==> src/rtl/amux_psram_pkg.sv <==
package amux_psram_pkg;

    localparam int ADDR_W = 24;
    localparam int DATA_W = 16;
    localparam int LANE_W = 8;
    localparam int LANES  = DATA_W / LANE_W;
    localparam int HI_W   = ADDR_W - DATA_W;

    typedef enum logic [2:0] {
        ST_IDLE,
        ST_ADDR,
        ST_LATCH,
        ST_DATA,
        ST_RECOVER,
        ST_DONE
    } seq_state_e;

    typedef struct packed {
        logic              write;
        logic              cfg;
        logic [ADDR_W-1:0] addr;
        logic [DATA_W-1:0] wdata;
        logic [LANES-1:0]  be;
    } xfer_req_t;

    typedef struct packed {
        logic              ce_n;
        logic              adv_n;
        logic              oe_n;
        logic              we_n;
        logic              cre;
        logic              adq_oe;
        logic [LANES-1:0]  be_n;
        logic [HI_W-1:0]   addr_hi;
        logic [DATA_W-1:0] adq_o;
    } pin_bundle_t;

    function automatic int max3(input int a, input int b, input int c);
        int m;
        m = (a > b) ? a : b;
        return (m > c) ? m : c;
    endfunction

endpackage

==> src/rtl/amux_phase_timer.sv <==
module amux_phase_timer #(
    parameter int W = 3
) (
    input  logic         clk,
    input  logic         rst,
    input  logic         load,
    input  logic [W-1:0] load_val,
    output logic         expired
);
    logic [W-1:0] cnt_q;

    always_ff @(posedge clk) begin
        if (rst)
            cnt_q <= '0;
        else if (load)
            cnt_q <= load_val;
        else if (cnt_q != '0)
            cnt_q <= cnt_q - 1'b1;
    end

    assign expired = (cnt_q == '0);
endmodule

==> src/rtl/amux_seq_fsm.sv <==
module amux_seq_fsm
    import amux_psram_pkg::*;
#(
    parameter int ADDR_CYC = 2,
    parameter int DATA_CYC = 3,
    parameter int REC_CYC  = 2,
    parameter int CNT_W    = 3
) (
    input  logic              clk,
    input  logic              rst,
    input  logic              req_valid,
    input  xfer_req_t         req_in,
    input  logic [DATA_W-1:0] adq_in,
    input  logic              tmr_expired,
    output seq_state_e        state,
    output xfer_req_t         req_q,
    output logic              turn,
    output logic              tmr_load,
    output logic [CNT_W-1:0]  tmr_val,
    output logic [DATA_W-1:0] rdata
);
    seq_state_e state_q, state_d;

    always_comb begin
        state_d  = state_q;
        tmr_load = 1'b0;
        tmr_val  = '0;
        case (state_q)
            ST_IDLE: if (req_valid) begin
                state_d  = ST_ADDR;
                tmr_load = 1'b1;
                tmr_val  = CNT_W'(ADDR_CYC - 1);
            end
            ST_ADDR: if (tmr_expired) begin
                state_d  = ST_LATCH;
                tmr_load = 1'b1;
            end
            ST_LATCH: begin
                state_d  = ST_DATA;
                tmr_load = 1'b1;
                // a read spends one extra clock with the bus released
                tmr_val  = req_q.write ? CNT_W'(DATA_CYC - 1) : CNT_W'(DATA_CYC);
            end
            ST_DATA: if (tmr_expired) begin
                state_d  = ST_RECOVER;
                tmr_load = 1'b1;
                tmr_val  = CNT_W'(REC_CYC - 1);
            end
            ST_RECOVER: if (tmr_expired) state_d = ST_DONE;
            ST_DONE:    state_d = ST_IDLE;
            default:    state_d = ST_IDLE;
        endcase
    end

    always_ff @(posedge clk) begin
        if (rst) begin
            state_q <= ST_IDLE;
            req_q   <= '0;
            turn    <= 1'b0;
            rdata   <= '0;
        end else begin
            state_q <= state_d;
            if (state_q == ST_IDLE && req_valid)
                req_q <= req_in;
            turn <= (state_q == ST_LATCH) && !req_q.write;
            if (state_q == ST_DATA && tmr_expired && !req_q.write)
                rdata <= adq_in;
        end
    end

    assign state = state_q;
endmodule

==> src/rtl/amux_pin_map.sv <==
module amux_pin_map
    import amux_psram_pkg::*;
(
    input  seq_state_e  state,
    input  xfer_req_t   req_q,
    input  logic        turn,
    output pin_bundle_t pins,
    output logic        done
);
    logic in_addr, in_latch, in_data, selected;

    assign in_addr  = (state == ST_ADDR);
    assign in_latch = (state == ST_LATCH);
    assign in_data  = (state == ST_DATA);
    assign selected = in_addr | in_latch | in_data;

    assign pins.ce_n    = !selected;
    assign pins.adv_n   = !in_addr;
    assign pins.we_n    = !(in_data && req_q.write);
    assign pins.oe_n    = !(in_data && !req_q.write && !turn);
    assign pins.cre     = selected && req_q.cfg;
    assign pins.adq_oe  = in_addr | in_latch | (in_data && req_q.write);
    assign pins.adq_o   = (in_addr | in_latch) ? req_q.addr[DATA_W-1:0] : req_q.wdata;
    assign pins.addr_hi = req_q.addr[ADDR_W-1:DATA_W];

    for (genvar g = 0; g < LANES; g++) begin : g_lane
        assign pins.be_n[g] = !(selected && req_q.be[g]);
    end

    assign done = (state == ST_DONE);
endmodule

==> src/rtl/amux_psram_ctrl.sv <==
module amux_psram_ctrl
    import amux_psram_pkg::*;
#(
    parameter int ADDR_CYC = 2,
    parameter int DATA_CYC = 3,
    parameter int REC_CYC  = 2
) (
    input  logic              clk,
    input  logic              rst,
    input  logic              req_valid,
    input  logic              req_write,
    input  logic              req_cfg,
    input  logic [ADDR_W-1:0] req_addr,
    input  logic [DATA_W-1:0] req_wdata,
    input  logic [LANES-1:0]  req_be,
    output logic [DATA_W-1:0] rsp_rdata,
    output logic              rsp_done,
    output logic              mem_clk,
    output logic              mem_ce_n,
    output logic              mem_adv_n,
    output logic              mem_oe_n,
    output logic              mem_we_n,
    output logic              mem_lb_n,
    output logic              mem_ub_n,
    output logic              mem_cre,
    output logic [HI_W-1:0]   mem_addr_hi,
    output logic [DATA_W-1:0] mem_adq_o,
    output logic              mem_adq_oe,
    input  logic [DATA_W-1:0] mem_adq_i
);
    localparam int CNT_W = $clog2(max3(ADDR_CYC, DATA_CYC + 1, REC_CYC) + 1);

    xfer_req_t   req_in, req_q;
    seq_state_e  state;
    logic        turn, tmr_load, tmr_expired;
    logic [CNT_W-1:0] tmr_val;
    pin_bundle_t pins;

    assign req_in = '{write: req_write, cfg: req_cfg, addr: req_addr,
                      wdata: req_wdata, be: req_be};

    amux_phase_timer #(.W(CNT_W)) i_timer (
        .clk      (clk),
        .rst      (rst),
        .load     (tmr_load),
        .load_val (tmr_val),
        .expired  (tmr_expired)
    );

    amux_seq_fsm #(
        .ADDR_CYC (ADDR_CYC),
        .DATA_CYC (DATA_CYC),
        .REC_CYC  (REC_CYC),
        .CNT_W    (CNT_W)
    ) i_fsm (
        .clk         (clk),
        .rst         (rst),
        .req_valid   (req_valid),
        .req_in      (req_in),
        .adq_in      (mem_adq_i),
        .tmr_expired (tmr_expired),
        .state       (state),
        .req_q       (req_q),
        .turn        (turn),
        .tmr_load    (tmr_load),
        .tmr_val     (tmr_val),
        .rdata       (rsp_rdata)
    );

    amux_pin_map i_pins (
        .state (state),
        .req_q (req_q),
        .turn  (turn),
        .pins  (pins),
        .done  (rsp_done)
    );

    assign mem_clk     = 1'b0;
    assign mem_ce_n    = pins.ce_n;
    assign mem_adv_n   = pins.adv_n;
    assign mem_oe_n    = pins.oe_n;
    assign mem_we_n    = pins.we_n;
    assign mem_lb_n    = pins.be_n[0];
    assign mem_ub_n    = pins.be_n[1];
    assign mem_cre     = pins.cre;
    assign mem_addr_hi = pins.addr_hi;
    assign mem_adq_o   = pins.adq_o;
    assign mem_adq_oe  = pins.adq_oe;
endmodule

==> config.mk <==
export PLATFORM = sky130hd
export DESIGN_NAME = amux_psram_ctrl
export DESIGN_NICKNAME = d
export VERILOG_FILES = /design/src/rtl/amux_psram_pkg.sv /design/src/rtl/amux_phase_timer.sv /design/src/rtl/amux_seq_fsm.sv /design/src/rtl/amux_pin_map.sv /design/src/rtl/amux_psram_ctrl.sv
export SDC_FILE = /design/constraint.sdc
export NUM_CORES = 1
export LEC_CHECK = 0
export CAP_MARGIN = 20
export CORE_MARGIN = 8
export CORE_UTILIZATION = 43
export CTS_CLUSTER_SIZE = 14
export DETAILED_ROUTE_END_ITERATION = 8
export PLACE_DENSITY = 0.85
export SKIP_LAST_GASP = 1
export SLEW_MARGIN = 20
export SYNTH_ARGS = -nofsm -noshare
export SYNTH_HDL_FRONTEND = slang
export SYNTH_SLANG_ARGS = --single-unit
==> constraint.sdc <==
create_clock -name clk -period 1.8 [get_ports clk]
set_input_delay 0.45 -clock clk [delete_from_list [all_inputs] [get_ports clk]]
set_output_delay 0.45 -clock clk [all_outputs]
set_load 0.02 [all_outputs]
==> parameters.txt <==
Parameter                              Value

Outcome
  Run status    finished, violations left
  Failing checks    setup timing

CTS
  Max H-tree Level    3
  Root buffer cell    sky130_fd_sc_hd__clkbuf_8
  Total clock sinks    67
  Number of buffers inserted for hold repair after clock tree synthesis    0
  Clk buf depth    2
  Clock edge transition at the registers on the reported setup and hold paths    70 ps
  CTS Buf Count    9
  Clock insertion delay at the later pin of the skew report    340 ps
  Clock tree from TritonCTS    yes

Drt
  Number of design rule violations left after detail routing    0
  Number of detailed-routing iterations run before antenna repair    4
  Total vias in the final route    2823
  Drt via density    5.096
  WL/cell    15.96 um
  Final wirelength    8841 um
  Residual antenna-violating net count after detailed routing    0
  DRC marker count from the first detailed-route iteration    134

Global route
  Global-route met1 utilization    18.92%
  Antenna violations before repair    0
  GRT Total Usage    17.98%
  Met2 usage    31.76%
  Via count of the first global-routing pass    2925
  Remaining Overflow, GRT    0
  Largest net degree at the start of global routing    37
  Busiest layer in global routing    met2
  Met3 Usage GRT    5.334%
  First-pass GRT wire length    14140 um

Logic synthesis
  Async set-reset flop share out of synthesis    0%
  Main area contributors after synthesis    sky130_fd_sc_hd__dfxtp_1, sky130_fd_sc_hd__nand2_1, sky130_fd_sc_hd__a21oi_1, sky130_fd_sc_hd__mux2_1, sky130_fd_sc_hd__buf_4
  Net count of the mapped netlist    418
  EDFF count, synth    0
  Top cell type's share of synthesized area    47.00%
  Dominant combinational cell family by area after synthesis    simple AND/OR/NAND/NOR gates
  Sequential fraction of the synthesis area    47.00%
  Post-synthesis share of cell area spent on and, or, nand and nor gates    23.28%
  Post-synth design cell area    2854 sq um
  Adder-cell share of the synthesized area    0.8768%
  Fraction of synthesized cell area in xor and xnor cells    0.6138%
  Count of distinct cell types in the synthesized netlist    37
  Multiplexer share of the synthesized area    6.664%
  Library cell with the largest summed area after synthesis    sky130_fd_sc_hd__dfxtp_1
  Count of warnings emitted by yosys    0
  Primary flip-flop cell chosen by synthesis mapping    sky130_fd_sc_hd__dfxtp_1
  Synthesized flop and latch total    67
  Post-synthesis compound-gate area fraction    13.90%
  Post-synthesis instance total    353
  Avg Inst Size Synth    8.085 sq um

Timing
  Hold WS    454.5 ps
  Final worst setup slack    -285.4 ps
  Final setup violation count    21
  Final number of max-transition violations    0
  Min cycle time layout    2085 ps
  Final worst path period share    115.9%
  Actual transition at the worst max-transition pin    608.7 ps
  Headroom to the max-slew limit    59.42%
  Number of hold-slack violations in the final timing report    0
  Clock Skews    9.521 ps
  Setup repair after global routing missed its margin    true
  Maximum achievable frequency    479.5 MHz

Setup path
  Endpoint required time on the critical path    1350 ps
  Cell family with the largest share of critical-path delay    flip-flops
  Highest-delay cell along the critical path    sky130_fd_sc_hd__dfxtp_4
  Worst Path Class, Setup    reg -> out
  Register-to-register setup slack    90 ps
  Worst setup SP type    flip-flop
  Cell chain of the critical path    xnor2_4 > nor2_4 > buf_8 > mux2_4 > buf_6
  Worst path bufs/invs    2
  Worst Path Max Fanout    8
  Crit path capture type    primary output
  CP max stage delay    370 ps
  Crit path DAT    1640 ps

Finish
  Final-stage net count    537
  Number of fill cells    473
  Antenna diode instance count    0
  Signed area change from the synthesized netlist to the final layout    58.44%
  Share of final-layout standard cells stronger than drive strength 1    21.38%

Pwr
  Peak ir drop on the vdd network    0.0009093 V
  PD cells    1354 nW/um^2
  Leakage Power    1.849 nW

Floorplanning
  Ports placed on the boundary    113
  Die Outline Area    9500 sq um
  Height of the die    97.47 um
  Core Footprint    6386 sq um
  Effective utilization at floorplan    44.69%
  Cell Rows    29
  Horizontal extent of the die    97.47 um

Hold path
  Class of the most critical hold timing path    reg -> reg

Place
  PortBufs    111
  Worst slack at placement    -496.0 ps
  Final GP Congestion    0.8303
  DP HPWL    5897 um

Flow run
  Max-cap viol count    0
where the power goes:
| group | internal, mW | switching [mW] | total (mW) |
|---|---|---|---|
| Clock | 0.748 | 0.571 | 1.32 |
| Combinational | 1.43 | 1.49 | 2.93 |
| Sequential | 1.73 | 0.148 | 1.88 |
| Total | 3.91 | 2.21 | 6.12 |
layer usage:
metal  vias up  wire length [um]
met2       101              4617
li1       1382                 -
met5         -                 0
met4         0               235
met1      1323              3458
met3        17               530
per-stage QoR:
step / std cells / utilization (%) / total power [mW] / area [sq um] / setup TNS [ps]
floorplan: 353 / - / 3.370 / 2854 / 0
global placement: 526 / 63.03 / 4.179 / 4025 / -8080
detailed placement: 526 / 63.03 / 4.245 / 4025 / -9148
CTS: 555 / 70.71 / 6.236 / 4516 / -6109
global route: 554 / 70.81 / 6.482 / 4522 / -6416
finish: 554 / 70.81 / 6.123 / 4522 / -4910
cell families after synthesis:
group,after synthesis
and+or+nand+nor,153
adders and majority gates,2
buffers and inverters,37
AOI/OAI and AO/OA,74
xor gates and xnor gates,2
DFF,67
muxes,17
other,1
synthesized netlist by cell type (2+ instances only):
library cell,count
sky130_fd_sc_hd__nand2_1,128
sky130_fd_sc_hd__o21ai_0,3
sky130_fd_sc_hd__o2bb2ai_1,2
sky130_fd_sc_hd__inv_1,4
sky130_fd_sc_hd__and2_1,2
sky130_fd_sc_hd__a21oi_1,64
sky130_fd_sc_hd__dfxtp_1,67
sky130_fd_sc_hd__clkbuf_1,8
sky130_fd_sc_hd__buf_2,7
sky130_fd_sc_hd__mux2_1,16
sky130_fd_sc_hd__nor3b_1,2
sky130_fd_sc_hd__nand2b_1,2
sky130_fd_sc_hd__buf_4,16
sky130_fd_sc_hd__nor3_1,3
sky130_fd_sc_hd__nor2_1,6
sky130_fd_sc_hd__ha_1,2
tightest hold or removal path: stages, from the launching register on:
cell,delay (ps)
sky130_fd_sc_hd__dfxtp_1,310
sky130_fd_sc_hd__nand2_1,50
sky130_fd_sc_hd__a21oi_1,50
final timing paths:
check | from | end | cells after the start
worst max-delay path | i_fsm.state[0]$_SDFFE_PP0P_ | mem_adq_o[3] | 5
worst min-delay path | i_fsm.rdata[4]$_SDFFE_PP0P_ | i_fsm.rdata[4]$_SDFFE_PP0P_ | 2
worst max register to register | i_fsm.state[2]$_SDFFE_PP0P_ | i_fsm.req_q[12]$_SDFFE_PP0N_ | 8
worst min register to register | i_fsm.rdata[4]$_SDFFE_PP0P_ | i_fsm.rdata[4]$_SDFFE_PP0P_ | 2
state kept, by name, summed over array words and instances, names as in the netlist:
register and flops:
i_fsm.turn 1, i_fsm.state 3, i_fsm.rdata 16, i_fsm.req_q 44, i_timer.cnt_q 3
layout by cell type (no fill, tap or decap), types with 2 or more instances in the layout:
cell type                         netlist  final
sky130_fd_sc_hd__nand2_1              128    128
sky130_fd_sc_hd__clkdlybuf4s50_1        0     81
sky130_fd_sc_hd__a21oi_1               64     64
sky130_fd_sc_hd__dfxtp_1               67     64
sky130_fd_sc_hd__buf_6                  1     24
sky130_fd_sc_hd__buf_4                 16     21
sky130_fd_sc_hd__mux2_4                 0     16
sky130_fd_sc_hd__clkbuf_8               0     12
sky130_fd_sc_hd__buf_12                 0      5
sky130_fd_sc_hd__inv_1                  4      4
sky130_fd_sc_hd__nor2_1                 6      4
sky130_fd_sc_hd__dlymetal6s2s_1         0      4
sky130_fd_sc_hd__nor2_4                 1      3
sky130_fd_sc_hd__o21ai_0                3      3
sky130_fd_sc_hd__nor3_1                 3      3
sky130_fd_sc_hd__dfxtp_4                0      3
sky130_fd_sc_hd__buf_2                  7      3
sky130_fd_sc_hd__nand2b_1               2      2
sky130_fd_sc_hd__o2bb2ai_1              2      2
sky130_fd_sc_hd__ha_1                   2      2
sky130_fd_sc_hd__clkinv_2               0      2
sky130_fd_sc_hd__buf_8                  0      2
final cells by class:
| class | count | area [sq um] | area share, % |
|---|---|---|---|
| Multi-Input combinational cell | 249 | 1403 | 31.02 |
| Sequential cell | 67 | 1353 | 29.91 |
| Tap cell | 77 | 96.34 | 2.131 |
| Timing Repair Buffer | 140 | 1434 | 31.71 |
| Clock inverter | 4 | 47.55 | 1.051 |
| Inverter | 5 | 23.77 | 0.5257 |
| Clock buffer | 12 | 165.2 | 3.652 |
timing repair:
action / in CTS / in global routing
setup buffers: 12 / 3
endpoints found under the hold margin: 0 / 0
setup endpoints to repair: 25 / 33
gates resized for setup: 175 / 18
pin swaps: 5 / 4
gates cloned: 1 / 0
Power figures use the tool's default switching activity.
